$ cat src/rtl/stk_pkg.sv
package stk_pkg;

  localparam int STK_SP_W   = 16;
  localparam int STK_SEG_W  = 16;
  localparam int STK_BYTE_W = 8;
  localparam int STK_WORD_W = 2 * STK_BYTE_W;
  localparam int STK_ADDR_W = STK_SEG_W + 4;

  typedef enum logic [1:0] {
    OP_PUSH  = 2'b00,
    OP_POP   = 2'b01,
    OP_PUSHG = 2'b10,
    OP_POPG  = 2'b11
  } stk_op_e;

  // bit 0 selects read direction, bit 1 selects the eight-slot group
  function automatic logic op_is_read(input logic [1:0] op);
    return op[0];
  endfunction

  function automatic logic op_is_group(input logic [1:0] op);
    return op[1];
  endfunction

  // byte k of a push lands k+1 below the untouched stack offset
  function automatic logic [STK_SP_W-1:0] push_off(input logic [STK_SP_W-1:0] sp,
                                                    input logic [STK_SP_W-1:0] k);
    return sp - k - STK_SP_W'(1);
  endfunction

  // byte k of a pop is k above the untouched stack offset
  function automatic logic [STK_SP_W-1:0] pop_off(input logic [STK_SP_W-1:0] sp,
                                                   input logic [STK_SP_W-1:0] k);
    return sp + k;
  endfunction

  function automatic logic [STK_ADDR_W-1:0] lin_addr(input logic [STK_SEG_W-1:0] seg,
                                                      input logic [STK_SP_W-1:0]  off);
    return {seg, 4'b0000} + STK_ADDR_W'(off);
  endfunction

  function automatic logic [STK_SP_W-1:0] sp_next(input logic [STK_SP_W-1:0] sp,
                                                   input logic [1:0]          op,
                                                   input logic [STK_SP_W-1:0] nbytes);
    return op_is_read(op) ? sp + nbytes : sp - nbytes;
  endfunction

endpackage

$ cat src/rtl/stk_seq.sv
module stk_seq
  import stk_pkg::*;
#(
  parameter int NREGS = 8,
  localparam int CNT_W = $clog2(2 * NREGS)
) (
  input  logic             clk,
  input  logic             rst_n,
  input  logic             cmd_valid,
  input  logic [1:0]       cmd_op,
  output logic             active,
  output logic             accept,
  output logic             last_byte,
  output logic [1:0]       op_q,
  output logic [CNT_W-1:0] byte_k
);

  localparam logic [CNT_W-1:0] GRP_LAST = CNT_W'(2 * NREGS - 1);
  localparam logic [CNT_W-1:0] ONE_LAST = CNT_W'(1);

  logic [CNT_W-1:0] lim;

  assign accept    = cmd_valid & ~active;
  assign lim       = op_is_group(op_q) ? GRP_LAST : ONE_LAST;
  assign last_byte = active && (byte_k == lim);

  always_ff @(posedge clk) begin
    if (!rst_n) begin
      active <= 1'b0;
      op_q   <= OP_PUSH;
      byte_k <= '0;
    end else if (accept) begin
      active <= 1'b1;
      op_q   <= cmd_op;
      byte_k <= '0;
    end else if (active) begin
      if (last_byte) active <= 1'b0;
      else           byte_k <= byte_k + CNT_W'(1);
    end
  end

endmodule

$ cat src/rtl/stk_addr_gen.sv
module stk_addr_gen
  import stk_pkg::*;
#(
  parameter int NREGS = 8,
  localparam int CNT_W = $clog2(2 * NREGS)
) (
  input  logic [STK_SP_W-1:0]   sp,
  input  logic [STK_SEG_W-1:0]  seg,
  input  logic [1:0]            op_q,
  input  logic [CNT_W-1:0]      byte_k,
  output logic [STK_SP_W-1:0]   stk_off,
  output logic [STK_ADDR_W-1:0] mem_addr
);

  logic [STK_SP_W-1:0] k_ext;

  assign k_ext    = STK_SP_W'(byte_k);
  assign stk_off  = op_is_read(op_q) ? pop_off(sp, k_ext) : push_off(sp, k_ext);
  assign mem_addr = lin_addr(seg, stk_off);

endmodule

$ cat src/rtl/stk_datapath.sv
module stk_datapath
  import stk_pkg::*;
#(
  parameter int NREGS   = 8,
  parameter int SP_SLOT = 4,
  localparam int CNT_W  = $clog2(2 * NREGS),
  localparam int IDX_W  = $clog2(NREGS)
) (
  input  logic                        clk,
  input  logic                        rst_n,
  input  logic                        accept,
  input  logic [1:0]                  cmd_op,
  input  logic [STK_WORD_W-1:0]       cmd_word,
  input  logic [NREGS*STK_WORD_W-1:0] regs_in,
  input  logic [STK_SP_W-1:0]         sp,
  input  logic                        active,
  input  logic [1:0]                  op_q,
  input  logic [CNT_W-1:0]            byte_k,
  input  logic [STK_BYTE_W-1:0]       mem_rdata,
  output logic [STK_BYTE_W-1:0]       mem_wdata,
  output logic                        mem_we,
  output logic                        mem_re,
  output logic                        pop_valid,
  output logic [STK_WORD_W-1:0]       pop_word,
  output logic [IDX_W-1:0]            pop_idx
);

  logic [STK_WORD_W-1:0] wbuf [NREGS];
  logic [STK_BYTE_W-1:0] lo_q;
  logic [IDX_W-1:0]      word_j;
  logic [STK_WORD_W-1:0] cur_word;
  logic                  hi_rd;

  // capture the words to push at acceptance; slot SP_SLOT takes the live offset
  for (genvar g = 0; g < NREGS; g++) begin : g_slot
    always_ff @(posedge clk) begin
      if (!rst_n) begin
        wbuf[g] <= '0;
      end else if (accept) begin
        if (op_is_group(cmd_op)) begin
          if (g == SP_SLOT) wbuf[g] <= STK_WORD_W'(sp);
          else              wbuf[g] <= regs_in[g*STK_WORD_W +: STK_WORD_W];
        end else if (g == 0) begin
          wbuf[g] <= cmd_word;
        end
      end
    end
  end

  assign word_j   = byte_k[CNT_W-1:1];
  assign cur_word = wbuf[word_j];
  assign mem_we   = active & ~op_is_read(op_q);
  assign mem_re   = active &  op_is_read(op_q);
  // even byte cycles carry the high byte on a push
  assign mem_wdata = byte_k[0] ? cur_word[STK_BYTE_W-1:0]
                               : cur_word[STK_WORD_W-1:STK_BYTE_W];

  always_ff @(posedge clk) begin
    if (!rst_n)                    lo_q <= '0;
    else if (mem_re && !byte_k[0]) lo_q <= mem_rdata;
  end

  assign hi_rd     = mem_re & byte_k[0];
  assign pop_word  = {mem_rdata, lo_q};
  assign pop_idx   = op_is_group(op_q) ? IDX_W'(NREGS - 1) - word_j : '0;
  assign pop_valid = hi_rd & ~(op_is_group(op_q) && (pop_idx == IDX_W'(SP_SLOT)));

endmodule

$ cat src/rtl/word_stack_engine.sv
module word_stack_engine
  import stk_pkg::*;
#(
  parameter int          NREGS    = 8,
  parameter int          SP_SLOT  = 4,
  parameter logic [15:0] SP_RESET = 16'h0000,
  localparam int         CNT_W    = $clog2(2 * NREGS),
  localparam int         IDX_W    = $clog2(NREGS)
) (
  input  logic                        clk,
  input  logic                        rst_n,
  input  logic                        cmd_valid,
  input  logic [1:0]                  cmd_op,
  input  logic [STK_WORD_W-1:0]       cmd_word,
  input  logic [NREGS*STK_WORD_W-1:0] regs_in,
  input  logic [STK_SEG_W-1:0]        seg_base,
  output logic                        busy,
  output logic [STK_SP_W-1:0]         sp_out,
  output logic [STK_ADDR_W-1:0]       mem_addr,
  output logic [STK_BYTE_W-1:0]       mem_wdata,
  output logic                        mem_we,
  output logic                        mem_re,
  input  logic [STK_BYTE_W-1:0]       mem_rdata,
  output logic                        pop_valid,
  output logic [STK_WORD_W-1:0]       pop_word,
  output logic [IDX_W-1:0]            pop_idx
);

  localparam logic [STK_SP_W-1:0] GRP_BYTES = STK_SP_W'(2 * NREGS);
  localparam logic [STK_SP_W-1:0] ONE_BYTES = STK_SP_W'(2);

  logic                active;
  logic                accept;
  logic                last_byte;
  logic [1:0]          op_q;
  logic [CNT_W-1:0]    byte_k;
  logic [STK_SP_W-1:0] sp_q;
  logic [STK_SP_W-1:0] stk_off;
  logic [STK_SP_W-1:0] nbytes;

  stk_seq #(.NREGS(NREGS)) u_seq (
    .clk(clk), .rst_n(rst_n), .cmd_valid(cmd_valid), .cmd_op(cmd_op),
    .active(active), .accept(accept), .last_byte(last_byte),
    .op_q(op_q), .byte_k(byte_k)
  );

  stk_addr_gen #(.NREGS(NREGS)) u_addr (
    .sp(sp_q), .seg(seg_base), .op_q(op_q), .byte_k(byte_k),
    .stk_off(stk_off), .mem_addr(mem_addr)
  );

  stk_datapath #(.NREGS(NREGS), .SP_SLOT(SP_SLOT)) u_dp (
    .clk(clk), .rst_n(rst_n), .accept(accept), .cmd_op(cmd_op),
    .cmd_word(cmd_word), .regs_in(regs_in), .sp(sp_q), .active(active),
    .op_q(op_q), .byte_k(byte_k), .mem_rdata(mem_rdata),
    .mem_wdata(mem_wdata), .mem_we(mem_we), .mem_re(mem_re),
    .pop_valid(pop_valid), .pop_word(pop_word), .pop_idx(pop_idx)
  );

  assign nbytes = op_is_group(op_q) ? GRP_BYTES : ONE_BYTES;

  // the offset moves once, when the final byte of a command completes
  always_ff @(posedge clk) begin
    if (!rst_n)         sp_q <= SP_RESET;
    else if (last_byte) sp_q <= sp_next(sp_q, op_q, nbytes);
  end

  assign busy   = active;
  assign sp_out = sp_q;

endmodule

$ cat config.mk
export PLATFORM = sky130hd
export DESIGN_NAME = word_stack_engine
export DESIGN_NICKNAME = d
export VERILOG_FILES = /design/src/rtl/stk_pkg.sv /design/src/rtl/stk_seq.sv /design/src/rtl/stk_addr_gen.sv /design/src/rtl/stk_datapath.sv /design/src/rtl/word_stack_engine.sv
export SDC_FILE = /design/constraint.sdc
export NUM_CORES = 1
export LEC_CHECK = 0
export BUFFER_PORTS_ARGS = -buffer_cell sky130_fd_sc_hd__buf_2
export CORE_ASPECT_RATIO = 0.5
export CORE_UTILIZATION = 35
export CTS_BUF_LIST = sky130_fd_sc_hd__clkbuf_16
export DETAILED_ROUTE_END_ITERATION = 10
export GPL_ROUTABILITY_DRIVEN = 0
export GPL_TIMING_DRIVEN = 0
export PLACE_DENSITY = 0.6
export SETUP_SLACK_MARGIN = 0.4
export SLEW_MARGIN = 20
export SYNTH_ARGS = -nofsm -noshare
export SYNTH_HDL_FRONTEND = slang
export SYNTH_SLANG_ARGS = --single-unit
$ cat constraint.sdc
create_clock -name clk -period 7.9 [get_ports clk]
set_input_delay 1.185 -clock clk [delete_from_list [all_inputs] [get_ports clk]]
set_output_delay 1.185 -clock clk [all_outputs]
set_load 0.02 [all_outputs]
==> flow_summary.json, run 1 <==
{
  "outcome": "complete, no violations",
  "p_leak_uw": 0.00454,
  "fin_skew_ns": 0.00797,
  "post-route-period-util": 0.712,
  "slowest_delay_ns": 0.53,
  "p_sw_frac": 0.286,
  "hpwl_mm": 19.5,
  "routed_wl_mm": 25.8,
  "post-synth-top-count-cell": "edfxtp_1",
  "drive_gt1_frac": 0.317,
  "yosysSeqAreaShare": 0.504,
  "syn_nets": 953,
  "maxCapViolCount": 0,
  "die_h_um": 115,
  "insertion_delay_ns": 0.43,
  "syn-instance-count": 740,
  "worstMarginPinSlew_ns": 1.00,
  "synthTopCellsByCount": "edfxtp_1, and2_1, nand2_1, mux4_2, ha_1",
  "ys_ff_latch": 160,
  "fp.coreArea_um2": 24400,
  "route.detailed.drc": 0,
  "regToRegSetupSlack_ns": 5.04,
  "async_flop_share": 0,
  "crit_arrival_ns": 4.44,
  "row_count": 40,
  "ys_types": 56,
  "clock-sinks": 160,
  "clkPwrFrac": 0.365,
  "dr.pass1.iters": 5,
  "io-pin-count": 240,
  "cts-root-buf": "clkbuf_16",
  "start_util": 0.364,
  "syn_area_per_cell_um2": 12.0,
  "critPathSlowestCell": "o21ai_0",
  "synthToLayoutAreaGrowth_pct": 24.2,
  "io_buffers": 221,
  "worstHoldPathType": "flip-flop to flip-flop",
  "grt-ovfl-total": 0,
  "cts_buffers": 17,
  "grt_pass1_wl_mm": 38.0,
  "die_w_um": 227,
  "cts.repair.resized": 0,
  "synth_enable_flop_cells": 127,
  "p_total_uw": 2280,
  "endpoint_kind": "output pin",
  "rsz0062_at_grt": "no",
  "critPathTopFamily": "compound AO/OA/AOI/OAI gates",
  "synthFlopType": "edfxtp_1",
  "post-route-util": 0.452,
  "start_kind": "flip-flop",
  "grt_max_degree": 58,
  "p_switching_uw": 653,
  "synth.top_cells.by_area": "edfxtp_1, mux4_2, and2_1",
  "maxSlewViolCount": 0,
  "drt_iter0_markers": 503,
  "p_int_uw": 1630,
  "hold_viol_final": 0,
  "path_max_fanout": 7,
  "vias": 6711,
  "first_global_vias": 6652,
  "yosysTopAreaCellShare": 0.429,
  "antenna_left": 0,
  "clk_transition_reported_paths_ns": 0.06,
  "relSlewSlack": 0.333,
  "setup_viol": 0,
  "min_period_ns": 5.63,
  "track_usage": 0.201,
  "antenna_found_initial": 1,
  "p_per_area_nw_per_um2": 207,
  "path_cells": "ha_1 > nand2b_1 > a21oi_1 > o21ai_0 > nor2_1 > a31o_2 > xor2_1 > ha_1 > a211oi_1 > nor2_1 > o21ai_0 > o31ai_1 > o2111ai_1 > xnor2_1 > buf_2",
  "crit_buf_inv": 1,
  "cts_setup_buffers": 0,
  "yosys_warnings": 0,
  "finalNetCount": 1194,
  "clock_path_buffers": 2,
  "postCtsHoldBufs": 0,
  "h-tree-depth": 4,
  "syn_area_um2": 8880,
  "avgRoutedWirePerCell_um": 19.4,
  "fmax_mhz": 178,
  "via_per_inst": 5.05,
  "cp.required_ns": 6.71,
  "die_area_um2": 26100,
  "critical_path_class": "flip-flop to output pin",
  "final_cell_area_um2": 11000,
  "placed_area_um2": 10400,
  "pwr-share-comb": 0.205,
  "seq_power_share": 0.430,
  "tns_ns": 0,
  "yosys.area.top_type": "edfxtp_1",
  "cts_tree": "yes",
  "ir_worst_vdd_mv": 0.150
}
## power by group through the flow
| stage | Sequential, uW | Combinational [uW] | Clock [uW] |
|---|---|---|---|
| floorplan | 997 | 308 | 0 |
| global placement | 1000 | 459 | 0 |
| detailed placement | 999 | 469 | 0 |
| CTS | 980 | 471 | 842 |
| global route | 984 | 509 | 879 |
| finish | 980 | 468 | 832 |
## kinds of logic after synthesis
| group | count (synthesis) | share of synthesized area |
|---|---|---|
| fa+ha+maj | 40 | 0.0589 |
| other cells | 2 | 0.000845 |
| buf+inv | 64 | 0.0318 |
| xor+xnor | 36 | 0.0355 |
| simple gates | 263 | 0.162 |
| mux | 47 | 0.108 |
| compound gates | 128 | 0.0994 |
| flops | 160 | 0.504 |
## area by class of cell
cell class	instances	area, um2
Sequential cell	160	4470
Buffer	47	220
Multi-Input combinational cell	516	4140
Clock buffer	17	425
Tap cell	336	420
Inverter	17	63.8
Timing Repair Buffer	222	1130
Antenna cell	1	2.50
Clock inverter	14	155
Fill cell	2339	13400
## flip-flops by register name, summed over array words and instances (netlist names), named ones only
register / cells
sp_out: 15
u_seq.active: 1
u_dp.lo_q: 8
u_seq.op_q: 2
u_seq.byte_k: 4
u_dp.wbuf: 127
## final timing paths
check / start / endpoint / cells past startpoint
max: sp_out[2] / mem_addr[19] / 15
min reg2reg: u_dp.lo_q[6] / u_dp.lo_q[6] / 2
min: u_dp.lo_q[6] / u_dp.lo_q[6] / 2
max reg2reg: u_seq.op_q[0] / sp_out[15] / 9
## tightest hold or removal path, stage by stage (launching register included)
cell      delay, ns
dfxtp_1        0.31
nand2_1        0.05
a21boi_0       0.06
## layout by cell type (no fill, tap or decap), types with 18 or more instances in the layout
master and n:
buf_2 222, edfxtp_1 127, and2_1 118, nand2_1 54, mux4_2 39, ha_1 37, clkbuf_1 33, dfxtp_1 33
o21ai_0 27, nor2_1 25, xnor2_1 23, a21oi_1 22, inv_1 18
## metrics by stage
stage / hold slack [ns] / setup WS (ns) / cells
floorplan: 0.541 / 3.08 / 740
global placement: 0.451 / 1.36 / 1297
detailed placement: 0.463 / 2.77 / 1298
CTS: 0.473 / 2.28 / 1329
global route: 0.497 / 1.94 / 1330
finish: 0.468 / 2.27 / 1330
## per-layer routing
metal | part of all wire | vias to the layer above | GRT usage
li1 | - | 3194 | -
met4 | 0.017 | 0 | 0.0577
met3 | 0.041 | 20 | 0.0380
met5 | 0 | - | 0
met1 | 0.45 | 3345 | 0.265
met2 | 0.49 | 152 | 0.337
Note: power is estimated with default switching activity, not from simulation.
==> run 2, diff against run 1 <==
- clock period: 7.9 -> 5.5 ns (I/O delays scaled with it)
==> run 2 against run 1 <==
Net effect: combinational power grew 46%; core utilization increased by 0.17 points; critical path type unchanged; flip-flop and latch count did not move; cell area rose by 0.39%; sequential share of layout area shrank 0.13 points; non-clock buffer count is the same; cell count unchanged; clock power rose by 43%; wire length up 0.34%; sequential power rose by 44%; via count up 0.46%; total power increased by 44%.
==> flow_summary.json, run 2 (synthesized netlist as in run 1, its figures left out) <==
{
  "post-route-period-util": 0.869,
  "rsz0062_at_grt": "no",
  "cp.required_ns": 4.68,
  "maxSlewViolCount": 0,
  "io_buffers": 221,
  "use_met3": 0.0380,
  "p_int_uw": 2340,
  "vias": 6742,
  "nFillCells": 2335,
  "layout_commonest_cell": "buf_2",
  "register_area_um2": 4480,
  "track_usage": 0.201,
  "worstHoldPathType": "flip-flop to flip-flop",
  "insertion_delay_ns": 0.43,
  "die_h_um": 115,
  "min_period_ns": 4.78,
  "multiInputGateArea_um2": 4180,
  "fp.coreArea_um2": 24400,
  "finalNetCount": 1194,
  "ir_worst_vdd_mv": 0.217,
  "fin_ws_ns": 0.722,
  "grt_max_degree": 58,
  "regMostFlops": "u_dp.wbuf",
  "finalHoldWorstSlack_ns": 0.473,
  "first_global_vias": 6652,
  "outcome": "complete, no violations",
  "p_leak_uw": 0.00455,
  "relSlewSlack": 0.330,
  "grtUsageMet1": 0.265,
  "worstMarginPinSlew_ns": 1.00,
  "avgRoutedWirePerCell_um": 19.4,
  "endpoint_kind": "output pin",
  "routed_wl_mm": 25.8,
  "clock_path_buffers": 2,
  "hold_viol_final": 0,
  "antenna_left": 0,
  "top_usage_layer": "met2",
  "pwr-share-comb": 0.208,
  "io-pin-count": 240,
  "via_per_inst": 5.07,
  "synthToLayoutAreaGrowth_pct": 24.7,
  "path_max_fanout": 4,
  "drt_iter0_markers": 511,
  "critical_path_class": "flip-flop to output pin",
  "grt-ovfl-total": 0,
  "cts_buffers": 17,
  "p_sw_frac": 0.287,
  "dp_slack_ns": 0.730,
  "cts-root-buf": "clkbuf_16",
  "drive_gt1_frac": 0.327,
  "p_switching_uw": 942,
  "clock-sinks": 160,
  "fmax_mhz": 209,
  "dr.pass1.iters": 5,
  "seq_power_share": 0.429,
  "crit_arrival_ns": 3.95,
  "start_util": 0.364,
  "antenna_found_initial": 1,
  "cts_tree": "yes",
  "setup_viol": 0,
  "p_per_area_nw_per_um2": 296,
  "fin_skew_ns": 0.00842,
  "row_count": 40,
  "largest_reg_flops": 127,
  "grt_pass1_wl_mm": 38.0,
  "die_w_um": 227,
  "hpwl_mm": 19.5,
  "clk_transition_reported_paths_ns": 0.07,
  "cts_setup_buffers": 0,
  "clkPwrFrac": 0.363,
  "grt_use_met2": 0.337,
  "start_kind": "flip-flop",
  "die_area_um2": 26100,
  "h-tree-depth": 4,
  "route.detailed.drc": 0,
  "most-common-layout-cells": "buf_2, edfxtp_1, and2_1",
  "maxCapViolCount": 0
}
## run 2: cell types whose count changed in the layout (fill, tap and decap cells not counted), moves of 2 or more
cell and delta:
nor3_1 -2, dfxtp_1 -2, nor3_2 +2, o21ai_0 -3, o21ai_2 +2, dfxtp_2 +2
## run 2: per-layer routing
metal / routed length, um / up-vias
met5: 0 / -
met1: 11600 / 3381
met2: 12700 / 144
met3: 1030 / 26
li1: - / 3191
met4: 510 / 0
## run 2: worst max-delay path: stages (launching register included)
cell and delay, ns:
dfxtp_1 0.37, inv_1 0.10, ha_1 0.34, nand2b_1 0.16
a21oi_2 0.09, o21ai_2 0.20, nand2_1 0.09, xnor2_1 0.24
ha_1 0.25, inv_1 0.07, fa_1 0.40, nor2b_1 0.17
o31a_1 0.20, a21oi_1 0.11, nor4b_2 0.18, nor3_2 0.19
xor2_1 0.15, buf_2 0.18
## run 2: through the flow
stage / cell area [um2] / total power, uW / setup TNS, ns / std cells / utilization
after floorplan: 8880 / 1870 / 0 / 740 / -
after global placement: 10400 / 2100 / -75.00 / 1297 / 0.426
after detailed placement: 10400 / 2110 / 0 / 1298 / 0.428
after CTS: 11000 / 3300 / 0 / 1329 / 0.452
after global routing: 11100 / 3420 / 0 / 1330 / 0.453
final: 11100 / 3280 / 0 / 1330 / 0.453
## run 2: repair_timing
| action | 4_1_cts | 5_1_grt |
|---|---|---|
| endpoints found under the hold margin | 0 | 0 |
| endpoints found under the setup margin | 3 | 8 |
| hold buffers | 0 | 0 |
| resized for setup | 1 | 12 |
## run 2: power groups by stage
| stage | Clock (uW) | Sequential (uW) | Combinational, uW |
|---|---|---|---|
| after CTS | 1210 | 1410 | 677 |
| final | 1190 | 1410 | 682 |
| after global routing | 1260 | 1410 | 740 |
| after detailed placement | 0 | 1430 | 673 |
| after floorplan | 0 | 1430 | 442 |
| after global placement | 0 | 1440 | 659 |
## run 2: worst paths after layout
check	from	endpoint	slack [ns]	cells after the start
hold reg to reg	u_dp.lo_q[6]	u_dp.lo_q[6]	0.47	2
setup / recovery	u_seq.byte_k[2]	mem_addr[18]	0.72	17
hold / removal	u_dp.lo_q[6]	u_dp.lo_q[6]	0.47	2
setup reg to reg	u_seq.op_q[0]	sp_out[15]	2.63	9
## run 2: area by class of cell
cell class                 instances  share of cell area
sequential                       160               0.404
clock buffer                      17              0.0384
buffer                            47              0.0199
multi-input combinational        516               0.377
antenna                            1            0.000226
tap                              336              0.0380
inverter                          17             0.00576
timing repair buffer             222               0.102
clock inverter                    14              0.0140
==> run 3, diff against run 2 <==
- CORE_UTILIZATION: 35 -> 39
- PLACE_DENSITY: 0.6 -> 0.65
- REMOVE_ABC_BUFFERS: default -> 1
- clock period: 5.5 -> 5 ns (I/O delays scaled with it)
==> run 3 against run 2 <==
Net effect: highest routed layer unchanged; clock power is 3% higher; sequential share of layout area hardly changed; setup slack worse by 0.28 ns; combinational power is 16% higher.
==> flow_summary.json, run 3 (synthesized netlist as in run 1, its figures left out) <==
{
  "cts_tree": "yes",
  "p_total_uw": 3570,
  "io_buffers": 222,
  "finalNetCount": 1169,
  "cts_buffers": 17,
  "largest_reg_flops": 127,
  "vias": 6469,
  "min_period_ns": 4.56,
  "path_cells": "or3_4 > or2_1 > or3_4 > or3_4 > a22oi_2 > xor2_1 > ha_1 > nand2_2 > buf_6 > o31ai_4 > o2111ai_2 > xnor2_1 > buf_4",
  "row_count": 38,
  "cp.depth": 13,
  "nFillCells": 1956,
  "die_w_um": 215,
  "reg2reg_depth": 10,
  "hpwl_mm": 15.4,
  "cts-root-buf": "clkbuf_16",
  "clock_path_buffers": 2,
  "track_usage": 0.187,
  "dp_slack_ns": 0.307,
  "first_global_vias": 6185,
  "fin_ws_ns": 0.438,
  "p_leak_uw": 0.00460,
  "clock-sinks": 160,
  "die_area_um2": 23400,
  "clk_transition_reported_paths_ns": 0.06,
  "r2r-end": "sp_out[14]",
  "synthToLayoutAreaGrowth_pct": 25.5,
  "post-route-period-util": 0.912,
  "critPathTopFamily": "simple AND/OR/NAND/NOR gates",
  "stdcell_count": 1269,
  "route.detailed.drc": 0,
  "ir_worst_vdd_mv": 0.229,
  "relSlewSlack": 0.462,
  "timing.rr.start": "u_seq.op_q[0]",
  "hold_depth": 2,
  "placed_cells_incl_taps": 1219,
  "regToRegSetupSlack_ns": 1.96,
  "die_h_um": 109,
  "maxCapViolCount": 0,
  "antenna_found_initial": 0,
  "num_antenna_cells": 0,
  "critical_path_class": "flip-flop to output pin",
  "cp.required_ns": 4.25,
  "p_per_area_nw_per_um2": 320,
  "slowest_delay_ns": 0.38,
  "worstHoldPathType": "flip-flop to flip-flop",
  "fp.coreArea_um2": 22000,
  "fmax_mhz": 219,
  "layout_commonest_cell": "buf_2",
  "worstMarginPinSlew_ns": 0.806,
  "antenna_left": 0,
  "critPathSlowestCell": "or3_4",
  "setup_viol": 0,
  "start_util": 0.404,
  "grt_max_degree": 90,
  "path_max_fanout": 6,
  "via_per_inst": 5.10,
  "io-pin-count": 240,
  "grt-ovfl-total": 0,
  "crit_top_cell": "or3_4",
  "multiInputGateArea_um2": 4300,
  "outcome": "complete, no violations",
  "crit_arrival_ns": 3.81,
  "avgRoutedWirePerCell_um": 17.2,
  "h-tree-depth": 4,
  "register_area_um2": 4500,
  "rsz0062_at_grt": "yes",
  "drt_iter0_markers": 520,
  "endpoint_kind": "output pin",
  "worstHoldEndpoint": "u_dp.lo_q[2]",
  "most-common-layout-cells": "buf_2, edfxtp_1, and2_1",
  "post-route-util": 0.507,
  "crit_buf_inv": 2,
  "drive_gt1_frac": 0.376,
  "start_kind": "flip-flop",
  "dr.pass1.iters": 5,
  "grt_pass1_wl_mm": 33.2,
  "regMostFlops": "u_dp.wbuf",
  "hold_viol_final": 0,
  "hp-start": "u_dp.lo_q[2]",
  "tns_ns": 0,
  "postCtsHoldBufs": 0,
  "fin_skew_ns": 0.00714,
  "routed_wl_mm": 21.8,
  "maxSlewViolCount": 0,
  "insertion_delay_ns": 0.43
}
run 3: cell types whose count changed in the layout (fill, tap and decap cells not counted), sizes merged:
| cell | before | now |
|---|---|---|
| buf | 235 | 244 |
| bufinv | 2 | 1 |
| clkbuf | 51 | 17 |
| clkinv | 2 | 7 |
| clkinvlp | 3 | 2 |
| diode | 1 | 0 |
| inv | 24 | 22 |
run 3: tightest hold or removal path: stages, from the launching register on:
cell      delay (ns)
dfxtp_1         0.30
nand2_1         0.04
a21boi_0        0.06
run 3: final cells by class:
class                   instances  share of cell area
well taps                     300              0.0337
repair buffers                244               0.122
multi-input cells             516               0.386
clock buffers                  17              0.0381
inverters                      17             0.00595
flip-flops and latches        160               0.404
clock inverters                15              0.0108
run 3: worst max path at each step:
| stage | start | endpoint | slack, ns |
|---|---|---|---|
| final | sp_out[8] | mem_addr[19] | 0.44 |
| after global placement | rst_n | u_dp.wbuf[1][11] | -0.34 |
| after CTS | sp_out[7] | mem_addr[17] | 0.36 |
| after detailed placement | sp_out[2] | mem_addr[19] | 0.31 |
| after floorplan | sp_out[2] | mem_addr[18] | 0.92 |
| after global routing | sp_out[8] | mem_addr[19] | 0.34 |
run 3: metrics by stage:
stage | hold WS [ns] | area [um2]
6_report | 0.460 | 11200
5_1_grt | 0.477 | 11200
4_1_cts | 0.463 | 11000
3_5_place_dp | 0.454 | 10300
3_3_place_gp | 0.451 | 10200
2_1_floorplan | 0.541 | 8660
run 3: metal layers:
metal / vias up / GRT usage / wire length [um]
li1: 3151 / - / -
met1: 3138 / 0.253 / 10200
met2: 151 / 0.298 / 10200
met3: 29 / 0.0374 / 906
met4: 0 / 0.0714 / 483
met5: - / 0 / 0
run 3: report_power, final:
part           internal (uW)  switching, uW
Sequential              1520           39.3
Combinational            359            432
Clock                    681            545
run 3: what timing repair did:
| action | CTS | global route |
|---|---|---|
| resized for setup | 27 | 36 |
| endpoints found under the setup margin | 10 | 8 |
| pin swaps | 9 | 20 |
| buffers inserted | 7 | 11 |
| gates cloned | 0 | 0 |
